==> src/rtl/adc_byte_reader.sv <==
module adc_byte_reader #(
  parameter int PULSE_CYC    = 32,
  parameter int SPACE_CYC    = 50,
  parameter int SETTLE_CYC   = 23,
  parameter int CONV_GAP_CYC = 250,
  parameter int TIMEOUT_CYC  = 4096
) (
  input  logic        clk,
  input  logic        rst_n,
  input  logic        conv_req,
  input  logic        conv_tick,
  output logic        sel_n,
  output logic        rd_n,
  output logic        hi_byte,
  input  logic        busy_n,
  input  logic [7:0]  bus_d,
  output logic [11:0] smp_data,
  output logic        smp_valid,
  input  logic        smp_ready,
  output logic        err_timeout
);

  function automatic int mx(input int a, input int b);
    return (a > b) ? a : b;
  endfunction

  localparam int WAIT_CYC = mx(SETTLE_CYC, SPACE_CYC);
  localparam int MAXC     = mx(mx(mx(PULSE_CYC, WAIT_CYC), CONV_GAP_CYC), TIMEOUT_CYC);
  localparam int CW       = $clog2(MAXC + 1) + 1;

  localparam logic [CW-1:0] PULSE_END = CW'(PULSE_CYC - 1);
  localparam logic [CW-1:0] WAIT_END  = CW'(WAIT_CYC - 1);
  localparam logic [CW-1:0] SPACE_END = CW'(SPACE_CYC - 1);
  localparam logic [CW-1:0] TMO_END   = CW'(TIMEOUT_CYC - 1);
  localparam logic [CW-1:0] SPACE_MAX = CW'(SPACE_CYC);
  localparam logic [CW-1:0] GAP_MAX   = CW'(CONV_GAP_CYC);

  typedef enum logic [2:0] {
    S_IDLE, S_CONV, S_WAIT, S_SETTLE, S_RDLO, S_SPACE, S_RDHI, S_HOLD
  } st_t;

  st_t           state;
  logic [CW-1:0] cnt;
  logic [CW-1:0] gap_cnt;
  logic [1:0]    bsy_q;
  logic          seen_low;
  logic          pend;
  logic [7:0]    lo_q;
  logic          start;

  wire gap_ok  = gap_cnt >= GAP_MAX;
  wire idle_ok = (cnt >= SPACE_END) || (SPACE_CYC <= 1);
  wire busy_hi = bsy_q[1];

  assign start   = (state == S_IDLE) && pend && gap_ok && idle_ok;
  assign rd_n    = !((state == S_CONV) || (state == S_RDLO) || (state == S_RDHI));
  assign sel_n   = rd_n;
  assign hi_byte = (state == S_SPACE) || (state == S_RDHI);

  always_ff @(posedge clk or negedge rst_n) begin
    if (!rst_n) bsy_q <= 2'b11;
    else        bsy_q <= {bsy_q[0], busy_n};
  end

  always_ff @(posedge clk or negedge rst_n) begin
    if (!rst_n) pend <= 1'b0;
    else        pend <= (pend && !start) || conv_req || conv_tick;
  end

  always_ff @(posedge clk or negedge rst_n) begin
    if (!rst_n)       gap_cnt <= GAP_MAX;
    else if (start)   gap_cnt <= CW'(1);
    else if (!gap_ok) gap_cnt <= gap_cnt + CW'(1);
  end

  always_ff @(posedge clk or negedge rst_n) begin
    if (!rst_n) begin
      state       <= S_IDLE;
      cnt         <= '0;
      seen_low    <= 1'b0;
      lo_q        <= '0;
      smp_data    <= '0;
      smp_valid   <= 1'b0;
      err_timeout <= 1'b0;
    end else begin
      err_timeout <= 1'b0;
      case (state)
        S_IDLE: begin
          if (start) begin
            state <= S_CONV;
            cnt   <= '0;
          end else if (cnt < SPACE_MAX) begin
            cnt <= cnt + CW'(1);
          end
        end
        S_CONV: begin
          if (cnt == PULSE_END) begin
            state    <= S_WAIT;
            cnt      <= '0;
            seen_low <= 1'b0;
          end else cnt <= cnt + CW'(1);
        end
        S_WAIT: begin
          if (!busy_hi) seen_low <= 1'b1;
          if (seen_low && busy_hi) begin
            state <= S_SETTLE;
            cnt   <= '0;
          end else if (cnt == TMO_END) begin
            state       <= S_IDLE;
            cnt         <= SPACE_MAX;
            err_timeout <= 1'b1;
          end else cnt <= cnt + CW'(1);
        end
        S_SETTLE: begin
          if (cnt == WAIT_END) begin
            state <= S_RDLO;
            cnt   <= '0;
          end else cnt <= cnt + CW'(1);
        end
        S_RDLO: begin
          if (cnt == PULSE_END) begin
            lo_q  <= bus_d;
            state <= S_SPACE;
            cnt   <= '0;
          end else cnt <= cnt + CW'(1);
        end
        S_SPACE: begin
          if (cnt == SPACE_END) begin
            state <= S_RDHI;
            cnt   <= '0;
          end else cnt <= cnt + CW'(1);
        end
        S_RDHI: begin
          if (cnt == PULSE_END) begin
            smp_data  <= {bus_d[3:0], lo_q};
            smp_valid <= 1'b1;
            state     <= S_HOLD;
            cnt       <= '0;
          end else cnt <= cnt + CW'(1);
        end
        S_HOLD: begin
          if (cnt < SPACE_MAX) cnt <= cnt + CW'(1);
          if (smp_ready) begin
            smp_valid <= 1'b0;
            state     <= S_IDLE;
          end
        end
        default: state <= S_IDLE;
      endcase
    end
  end

  // Checker counters observed by the assertions below
  logic [CW-1:0] chk_low, chk_high, chk_conv;
  wire conv_entry = (state == S_CONV) && (cnt == '0);

  always_ff @(posedge clk or negedge rst_n) begin
    if (!rst_n) begin
      chk_low  <= '0;
      chk_high <= SPACE_MAX;
      chk_conv <= GAP_MAX;
    end else begin
      chk_low  <= rd_n ? '0 : chk_low + CW'(1);
      if (!rd_n)                chk_high <= '0;
      else if (chk_high < SPACE_MAX) chk_high <= chk_high + CW'(1);
      if (conv_entry)           chk_conv <= CW'(1);
      else if (chk_conv < GAP_MAX) chk_conv <= chk_conv + CW'(1);
    end
  end

  p_pulse_len_r6: assert property (@(posedge clk) disable iff (!rst_n)
    $rose(rd_n) |-> chk_low == CW'(PULSE_CYC));

  p_read_space_r5: assert property (@(posedge clk) disable iff (!rst_n)
    $fell(rd_n) |-> chk_high >= SPACE_MAX);

  p_hisel_steady_r5: assert property (@(posedge clk) disable iff (!rst_n)
    (!rd_n && !$past(rd_n)) |-> $stable(hi_byte));

  p_conv_gap_r8: assert property (@(posedge clk) disable iff (!rst_n)
    conv_entry |-> chk_conv >= GAP_MAX);

  p_hold_sample_r7: assert property (@(posedge clk) disable iff (!rst_n)
    (smp_valid && !smp_ready) |=> (smp_valid && $stable(smp_data)));

  p_quiet_valid_r7: assert property (@(posedge clk) disable iff (!rst_n)
    smp_valid |-> (rd_n && sel_n));

  p_err_pulse_r9: assert property (@(posedge clk) disable iff (!rst_n)
    err_timeout |=> !err_timeout);

endmodule

==> config.mk <==
export PLATFORM = sky130hd
export DESIGN_NAME = adc_byte_reader
export DESIGN_NICKNAME = d
export VERILOG_FILES = /design/src/rtl/adc_byte_reader.sv
export SDC_FILE = /design/constraint.sdc
export NUM_CORES = 1
export LEC_CHECK = 0
export BUFFER_PORTS_ARGS = -buffer_cell sky130_fd_sc_hd__buf_4
export CELL_PAD_IN_SITES_DETAIL_PLACEMENT = 0
export CELL_PAD_IN_SITES_GLOBAL_PLACEMENT = 1
export CORE_MARGIN = 1.5
export CORE_UTILIZATION = 30
export DETAILED_ROUTE_END_ITERATION = 7
export PLACE_DENSITY_LB_ADDON = 0.12
export SYNTH_ARGS = -nofsm -noshare
export SYNTH_HDL_FRONTEND = slang
export SYNTH_SLANG_ARGS = --single-unit
==> constraint.sdc <==
create_clock -name clk -period 6.73 [get_ports clk]
set_input_delay 0 -clock clk [delete_from_list [all_inputs] [get_ports clk]]
set_output_delay 0 -clock clk [all_outputs]
set_load 0.01 [all_outputs]
==> results.md, run 1 <==
- Final Core Density: 37.7%
- Crit-path max FO: 12
- Setup bufs post-CTS: 0
- Top post-synthesis cells by area: dfrtp_1 44%, mux2_2 8.0%, dfstp_2 7.5%
- Grt total ovfl: 0
- Synth Area in Simple Gates: 18.2%
- Post-Syn Instances: 272
- ANT nets after route: 0
- Mux share of post-synthesis cell area: 8.40%
- CTS buffer count: 9
- Routed wire length: 6.45 mm
- Final setup fails: 0
- Top post-synthesis cells by count: 49 x dfrtp_1, 22 x o21ai_0, 20 x mux2_2, 17 x nand2_1, 16 x nor2_1
- Root cell of the clock tree: clkbuf_8
- Adder-cell area share of the yosys netlist: 2.24%
- Layout Area Growth over Synthesis: 23.3%
- H-tree depth: 3
- Power Density: 319 nW/um^2
- Die X: 99.6 um
- Distinct cells, synth: 46
- Clk_skew: 6.84 ps
- Yosys reg bits: 57
- Largest net degree at the start of global routing: 58
- Die ar.: 9920 um^2
- Hold_buf cts: 13
- Io pins: 31
- Final instance area: 3450 um^2
- CTS tree: yes
- Synth warn: 0
- Hold Violations, Final: 0
- Register-to-Register Setup Slack: 3650 ps
- Iteration count of the initial detailed-routing pass: 4
- CP max stage delay: 840 ps
- Leakage power: 1.55 nW
- Kind of critical path: reg -> reg
- Crit end category: flop
- Worst-path cell chain: nor4_1 -> o211a_1 -> nor3_1 -> a21oi_1 -> nand2_1 -> a311oi_1
- Largest area contributor in the netlist: dfrtp_1
- CP Data Arrival Time: 3310 ps
- Buffers on Ports: 30
- Max VDD drop: 0.122 mV
- Fraction of layout instances using a drive strength above 1: 24.4%
- Placed insts: 402
- Clock Power Share: 31.6%
- Combinational fraction of design power: 29.8%
- Clock latency on the worst-skew pair: 330 ps
- Mapped Nets: 291
- DR vias: 2,145
- Clk pin slew, worst setup/hold paths: 70 ps
- Cell Rows: 35
- RSZ-0062 raised after global routing: no
- Initial antenna violation count: 0
- Reg2reg end: cnt[2]
- DR WL/cell: 15.0 um
- Core area: 9150 um^2
- Post-CTS Resized: 0
- Gr usage total: 14.6%
- EDFF count, synth: 0
- Async set-reset flop share out of synthesis: 100%
- CP endpoint: cnt[2]
- Slew headroom: 29.2%
- Crit. Startpoint: cnt[7]
- Worst reg2reg path depth: 6
- Net switching power figure: 0.386 mW
- Vias in the first global route: 2,247
- Ant diodes: 0
- Max Cap Viol: 0
- Fin nets: 334
- Fin crit share: 45.8%
- Fillers: 923
- CP Launch Type: flop
- First-pass GRT wire length: 11.4 mm
- Seq/Total Area, Yosys: 51.3%
- Vias per cell: 4.98
- Worst-Margin Slew: 1060 ps
- Initial Util: 30.6%
- Dpl cell area: 3110 um^2
- Reg2reg start: cnt[7]
- Compound-Gate Fraction of Synth Area: 14.3%
- Initial detailed-routing violation count: 107
- Min Clock Period, post-route: 3080 ps
- Gpl congestion: 0.733
- CTS Buffer Depth: 2
- XOR/XNOR share of the synthesized area: 1.56%
- Post-DP HPWL: 4.40 mm
- Ys flop type: dfrtp_1
- Req. time, crit path: 6960 ps
- Post-Syn Area: 2800 um^2
- Largest family of logic cells by synthesized area: simple AND/OR/NAND/NOR gates
- Layout Cells excl Fill: 431
- Most common cell in the netlist: dfrtp_1
- Internal Power: 0.714 mW
- Maximum clock rate: 324 MHz
- # DRC: 0
- Switching portion of total power: 35.1%
- TritonCTS Sinks: 57
- Flop pwr share: 38.5%
- Final Slew Violations: 0
- Min-delay worst type: in -> async
- Slowest stage cell on the critical path: a21oi_1
- Post-synthesis average cell area: 10.3 um^2
- TNS Setup: 0 ps
- Die Ht: 99.6 um
- Yosys top cell area share: 43.8%
- Status: finished clean
-- how the worst min path moves through the flow --
stage	start	endpoint
CTS	busy_n	bsy_q[0]
floorplan	rst_n	cnt[0]
finish	rst_n	gap_cnt[2]
global route	busy_n	bsy_q[0]
global placement	busy_n	bsy_q[0]
detailed placement	busy_n	bsy_q[0]
-- power groups by stage --
stage                     clock network (mW)  registers, mW  logic [mW]
after floorplan                            0          0.396       0.266
after global placement                     0          0.430       0.329
after detailed placement                   0          0.430       0.329
after CTS                              0.360          0.423       0.335
after global routing                   0.379          0.432       0.370
final                                  0.348          0.424       0.328
-- state kept, by name, summed over array words and instances, names as in the netlist --
signal / flops
cnt: 14
state: 3
bsy_q: 2
gap_cnt: 14
seen_low: 1
lo_q: 8
err_timeout: 1
pend: 1
smp_valid: 1
smp_data: 12
-- layer usage --
| layer | up-vias | share of wire, % | global-route usage, % |
|---|---|---|---|
| li1 | 1061 | - | - |
| met2 | 27 | 48 | 23.2 |
| met5 | - | 0 | 0 |
| met3 | 8 | 2.7 | 2.95 |
| met4 | 0 | 1.4 | 5.53 |
| met1 | 1049 | 48 | 19.7 |
-- through the flow --
| stage | power [mW] | hold WS, ps | setup WS (ps) |
|---|---|---|---|
| finish | 1.10 | 256 | 3650 |
| global route | 1.18 | 303 | 3270 |
| CTS | 1.12 | 299 | 3540 |
| detailed placement | 0.759 | 111 | 3560 |
| global placement | 0.758 | 110 | 3460 |
| floorplan | 0.662 | -296 | 4220 |
-- layout make-up --
| cell class | count | area, um^2 | area share (%) |
|---|---|---|---|
| clock buffer | 10 | 128 | 3.70 |
| clock inverter | 6 | 83.8 | 2.43 |
| inverter | 15 | 56.3 | 1.63 |
| multi-input combinational | 189 | 1250 | 36.3 |
| sequential | 57 | 1440 | 41.6 |
| tap | 111 | 139 | 4.02 |
| timing repair buffer | 43 | 355 | 10.3 |
-- cell families after synthesis --
group / after synthesis
AOI/OAI and AO/OA: 63
xor gates and xnor gates: 5
adders and majority gates: 5
buffers and inverters: 26
DFF: 57
muxes: 21
and+or+nand+nor: 95
-- placed cells by master, fill, tap and decap left out, types with 2 or more instances in the layout --
| master | netlist | layout |
|---|---|---|
| o22ai_1 | 4 | 4 |
| nor3_1 | 6 | 6 |
| nand4_1 | 5 | 5 |
| or3_1 | 8 | 8 |
| nand3_1 | 15 | 15 |
| clkbuf_8 | 0 | 9 |
| inv_1 | 15 | 15 |
| bufinv_16 | 0 | 2 |
| and4_1 | 2 | 2 |
| xor2_1 | 5 | 5 |
| a21oi_1 | 14 | 14 |
| mux2_2 | 20 | 20 |
| dfrtp_1 | 49 | 49 |
| nor2b_1 | 4 | 4 |
| dlygate4sd3_1 | 0 | 13 |
| o31ai_1 | 2 | 2 |
| clkinv_2 | 0 | 3 |
| nand2_1 | 17 | 17 |
| ha_1 | 5 | 5 |
| buf_4 | 2 | 30 |
| a31oi_1 | 4 | 4 |
| and3_1 | 4 | 4 |
| nor2_1 | 16 | 16 |
| and2_1 | 7 | 7 |
| o211ai_1 | 4 | 4 |
| or4_1 | 4 | 4 |
| a21o_1 | 2 | 2 |
| nor4_1 | 2 | 2 |
| dfstp_2 | 8 | 8 |
| o21ai_0 | 22 | 22 |
-- worst max-delay path: cells and delay by family (launching register included) --
family	cells	cell delay [ps]
compound gates	3	1460
simple gates	3	1080
flops	1	440
No activity file was read; power rests on OpenSTA's default activity.
==> run 2, diff against run 1 <==
==> constraint.sdc (replaced) <==
create_clock -name clk -period 2.6 [get_ports clk]
set_input_delay 0 -clock clk [delete_from_list [all_inputs] [get_ports clk]]
set_output_delay 0 -clock clk [all_outputs]
set_load 0.01 [all_outputs]
==> run 2 against run 1 <==
Effect of this change:
- sequential power increased by 150%
- worst setup slack got worse by 3500 ps
- highest routed layer unchanged
- first-iteration DRC count increased by 5.6%
- register-to-register slack lost 3500 ps
- critical endpoint is now cnt[3]
- power grew to 2.7 times the previous value
- clock power is 140% higher
- core utilization up 2.3 points
==> results.md, run 2 (same netlist as run 1, synthesis figures left out) <==
- Post-DP HPWL: 4.68 mm
- Leakage power: 1.68 nW
- ANT nets after route: 0
- DR vias: 2,257
- Reg2reg start: cnt[7]
- Vias per cell: 4.92
- Status: finished clean
- Iteration count of the initial detailed-routing pass: 4
- Net switching power figure: 1.07 mW
- Pwr Total: 3.01 mW
- CTS tree: yes
- Max VDD drop: 0.315 mV
- Kind of critical path: reg -> reg
- Crit end category: flop
- WP buf/inv: 1
- Gpl congestion: 0.813
- CP max stage delay: 590 ps
- TritonCTS Sinks: 57
- Initial Util: 30.6%
- Largest delay share family, worst path: simple AND/OR/NAND/NOR gates
- Top Registers: cnt: 14 flops, gap_cnt: 14 flops, smp_data: 12 flops
- Layout Cells excl Fill: 459
- Flop pwr share: 35.3%
- Max Cap Viol: 0
- Hold Violations, Final: 0
- Worst-Margin Slew: 753 ps
- Slowest stage cell on the critical path: or4_4
- Clk_skew: 4.98 ps
- Req. time, crit path: 2810 ps
- Switching portion of total power: 35.6%
- Hold WS: 277 ps
- Reg2reg end: cnt[3]
- Min Clock Period, post-route: 2420 ps
- CTS Buffer Depth: 2
- Most frequent cells in the layout: 58 x buf_4, 49 x dfrtp_1, 22 x o21ai_0
- Layout Area Growth over Synthesis: 30.8%
- Final setup fails: 0
- Clock latency on the worst-skew pair: 330 ps
- Fin crit share: 93.2%
- Buffers on Ports: 30
- First-pass GRT wire length: 11.4 mm
- Die Ht: 99.6 um
- Maximum clock rate: 413 MHz
- # DRC: 0
- CTS buffer count: 9
- Final Slew Violations: 0
- CP Launch Type: flop
- Power Density: 822 nW/um^2
- Crit-path max FO: 4
- Most common cell after layout, fill and taps aside: buf_4
- DR WL/cell: 14.5 um
- Placed insts: 428
- Vias in the first global route: 2,202
- Min-delay worst type: in -> async
- Initial antenna violation count: 0
- Worst-path cell chain: or4_1 -> or4_4 -> a32oi_4 -> buf_4 -> nand3_1 -> a41oi_1 -> a211oi_1
- Combinational fraction of design power: 36.3%
- Clock Power Share: 28.3%
- Die ar.: 9920 um^2
- H-tree depth: 3
- CP Data Arrival Time: 2630 ps
- Fin nets: 362
- Grt total ovfl: 0
- Fraction of layout instances using a drive strength above 1: 31.3%
- Clk pin slew, worst setup/hold paths: 70 ps
- Register-to-Register Setup Slack: 180 ps
- Worst reg2reg path depth: 7
- Root cell of the clock tree: clkbuf_8
- Slew headroom: 49.8%
- Io pins: 31
- Die X: 99.6 um
- Routed wire length: 6.67 mm
- Initial detailed-routing violation count: 113
- Core area: 9150 um^2
- Largest net degree at the start of global routing: 58
- Final Core Density: 40.0%
- Ant diodes: 0
- Gr usage total: 14.7%
- Cell Rows: 35
- Internal Power: 1.94 mW
## run 2: cell count changes in the layout (fill, tap and decap cells not counted)
| cell | before | now |
|---|---|---|
| and2_1 | 7 | 6 |
| and2_2 | 0 | 1 |
| buf_4 | 30 | 58 |
| bufinv_16 | 2 | 1 |
| clkbuf_1 | 1 | 0 |
| clkbuf_8 | 9 | 10 |
| clkinv_2 | 3 | 1 |
| clkinv_4 | 1 | 0 |
| clkinvlp_4 | 0 | 3 |
| inv_6 | 0 | 1 |
| or4_1 | 4 | 3 |
| or4_4 | 0 | 1 |
## run 2: layout make-up
type / instances / area (um^2)
clock inverters: 6 / 66.3
clock buffers: 10 / 138
fillers: 903 / 5490
well taps: 111 / 139
multi-input cells: 189 / 1260
repair buffers: 71 / 566
flip-flops and latches: 57 / 1440
inverters: 15 / 56.3
## run 2: routing by layer
metal  track usage, %  vias up  wire (um)
li1                 -     1126          -
met1             20.5     1099       3260
met2             22.2       30       3140
met3             3.79        2        223
met4             5.09        0         36
met5                0        -          0
## run 2: repair_timing
action / in CTS / in global routing
buffers inserted: 0 / 2
resized for setup: 0 / 2
hold buffers: 13 / 0
endpoints found under the setup margin: 0 / 11
endpoints found under the hold margin: 66 / 0
## run 2: through the flow
step           TNS, ps  setup WS (ps)  cell area [um^2]
6_report             0            176              3660
5_1_grt          -6.76          -6.76              3660
4_1_cts              0           24.9              3640
3_5_place_dp         0           45.7              3310
3_3_place_gp         0           92.9              3310
2_1_floorplan        0           89.0              2800
## run 2: worst max-delay path by stage
stage                      start  endpoint  cells after the start
after floorplan           cnt[7]   lo_q[0]                      5
after global placement    cnt[6]   cnt[10]                      7
after detailed placement  cnt[6]   cnt[13]                      7
after CTS                 cnt[6]    cnt[7]                      7
after global routing      cnt[0]  state[1]                      9
final                     cnt[7]    cnt[3]                      7
## run 2: power by group through the flow
stage | Combinational, mW | Clock [mW] | Sequential, mW
after floorplan | 0.687 | 0 | 1.03
after global placement | 1.08 | 0 | 1.08
after detailed placement | 1.08 | 0 | 1.08
after CTS | 1.10 | 0.885 | 1.06
after global routing | 1.23 | 0.934 | 1.08
final | 1.09 | 0.852 | 1.06
==> run 3, diff against run 2 <==
--- a/config.mk
+++ b/config.mk
@@ -6,8 +6,6 @@
 export NUM_CORES = 1
 export LEC_CHECK = 0
 export BUFFER_PORTS_ARGS = -buffer_cell sky130_fd_sc_hd__buf_4
-export CELL_PAD_IN_SITES_DETAIL_PLACEMENT = 0
-export CELL_PAD_IN_SITES_GLOBAL_PLACEMENT = 1
 export CORE_MARGIN = 1.5
 export CORE_UTILIZATION = 30
 export DETAILED_ROUTE_END_ITERATION = 7
==> constraint.sdc (replaced) <==
create_clock -name clk -period 2.15 [get_ports clk]
set_input_delay 0.3225 -clock clk [delete_from_list [all_inputs] [get_ports clk]]
set_output_delay 0.3225 -clock clk [all_outputs]
set_load 0.01 [all_outputs]
==> run 3 against run 2 <==
Effect of this change:
- the run now ends with setup timing left
- fmax increased by 1.9%
- cell count increased by 3.1%
- sequential cell count unchanged
- wire length rose by 0.86%
- critical endpoint is now cnt[1]
- final area grew 6.8%
- critical path type unchanged
- largest cell class unchanged
- power grew 30%
- first-iteration DRC count fell by 8.8%
- highest routed layer unchanged
- register-to-register slack got worse by 400 ps
- worst setup slack got worse by 400 ps
==> results.md, run 3 (same netlist as run 1, synthesis figures left out) <==
- Status: finished, violations left
- Failing checks: setup timing
- Core area: 9150 um^2
- Min-delay worst type: in -> async
- Maximum clock rate: 421 MHz
- Grt total ovfl: 0
- Layout Area Growth over Synthesis: 39.7%
- Net switching power figure: 1.45 mW
- Initial antenna violation count: 0
- Io pins: 31
- Flop pwr share: 31.0%
- Vias in the first global route: 2,302
- Switching portion of total power: 36.9%
- Internal Power: 2.47 mW
- Initial detailed-routing violation count: 103
- Crit-path max FO: 5
- Buffers on Ports: 30
- Hold Violations, Final: 0
- Min Clock Period, post-route: 2380 ps
- Crit end category: flop
- Slew headroom: 51.6%
- CTS buffer count: 9
- DR WL/cell: 14.2 um
- Final setup fails: 37
- Cell Rows: 35
- Final Core Density: 42.7%
- CTS Buffer Depth: 2
- Power Density: 1000 nW/um^2
- RSZ-0062 raised after global routing: yes
- # DRC: 0
- Clk_skew: 6.38 ps
- First-pass GRT wire length: 11.6 mm
- Ant diodes: 0
- Die ar.: 9920 um^2
- Gpl congestion: 0.851
- H-tree depth: 3
- Post-DP HPWL: 4.76 mm
- Max VDD drop: 0.482 mV
- Worst-Margin Slew: 726 ps
- Kind of critical path: reg -> reg
- Fin crit share: 111%
- ANT nets after route: 0
- Req. time, crit path: 2370 ps
- Routed wire length: 6.72 mm
- Vias per cell: 4.87
- Initial Util: 30.6%
- Largest net degree at the start of global routing: 58
- TritonCTS Sinks: 57
- DP Worst Slack: -412 ps
- CP Data Arrival Time: 2600 ps
- Combinational fraction of design power: 45.5%
- Die Ht: 99.6 um
- Clock Power Share: 23.5%
- Root cell of the clock tree: clkbuf_8
- Clock latency on the worst-skew pair: 340 ps
- Final Slew Violations: 0
- Die X: 99.6 um
- Hold_buf cts: 0
- Gr usage total: 14.9%
- Leakage power: 1.79 nW
- Top Registers: cnt: 14 flops, gap_cnt: 14 flops, smp_data: 12 flops
- Most frequent cells in the layout: 79 x buf_4, 49 x dfrtp_1, 15 x nor2_1
- DR vias: 2,305
- Most common cell after layout, fill and taps aside: buf_4
- Worst Slack Setup Final: -227 ps
- Fraction of layout instances using a drive strength above 1: 43.4%
- CTS tree: yes
- Clk pin slew, worst setup/hold paths: 70 ps
- Max Cap Viol: 0
- CP Launch Type: flop
- Fin nets: 376
- Iteration count of the initial detailed-routing pass: 4
==> run 3: layout make-up <==
| cell class | count | area [um^2] |
|---|---|---|
| fillers | 896 | 5240 |
| flip-flops and latches | 57 | 1440 |
| multi-input cells | 189 | 1420 |
| repair buffers | 85 | 673 |
| well taps | 111 | 139 |
| clock buffers | 10 | 138 |
| inverters | 15 | 58.8 |
| clock inverters | 6 | 43.8 |
==> run 3: power groups by stage <==
stage | registers [mW] | logic, mW | clock network (mW)
global route | 1.23 | 1.95 | 1.01
CTS | 1.21 | 1.66 | 0.956
global placement | 1.23 | 1.47 | 0
finish | 1.22 | 1.78 | 0.922
floorplan | 1.24 | 0.843 | 0
detailed placement | 1.23 | 1.47 | 0
==> run 3: stage by stage <==
stage / std cells / power [mW] / cell area (um^2) / hold WS, ps / TNS, ps
CTS: 471 / 3.83 / 3810 / 66.2 / -7290
global route: 473 / 4.19 / 3910 / 67.6 / -8400
finish: 473 / 3.92 / 3910 / 23.0 / -6580
detailed placement: 452 / 2.70 / 3530 / 348 / -11980
global placement: 452 / 2.70 / 3530 / 345 / -10720
floorplan: 272 / 2.08 / 2840 / 26.9 / -7780
==> run 3: routing by layer <==
layer  part of all wire (%)  track usage [%]  vias to the layer above
met5                      0                0                        -
met4                   0.97             4.88                        0
met3                    2.6             4.08                        7
met2                     47             22.4                       26
met1                     49             20.7                     1120
li1                       -                -                     1152
==> run 3: final timing paths <==
path | start | end | slack [ps] | depth (start not counted)
setup / recovery | cnt[10] | cnt[1] | -230 | 7
hold / removal | rst_n | gap_cnt[2] | 20 | 1
setup reg to reg | cnt[10] | cnt[1] | -230 | 7
hold reg to reg | bsy_q[0] | bsy_q[1] | 360 | 0
max in group asynchronous | rst_n | cnt[5] | 1620 | 1
min in group clk | busy_n | bsy_q[0] | 90 | 1
==> run 3: worst max-delay path, stage by stage (launching register included) <==
cell     delay [ps]
dfrtp_1         380
or4_4           540
or4_4           580
a32oi_4         240
buf_6           180
nand2_4          60
o21ba_4         220
o22ai_2          60
==> run 3: what timing repair did <==
| action | CTS | global route |
|---|---|---|
| endpoints found under the hold margin | 0 | 0 |
| endpoints found under the setup margin | 39 | 42 |
| buffers inserted | 3 | 2 |
| gates resized for setup | 31 | 20 |
| pin swaps | 15 | 9 |
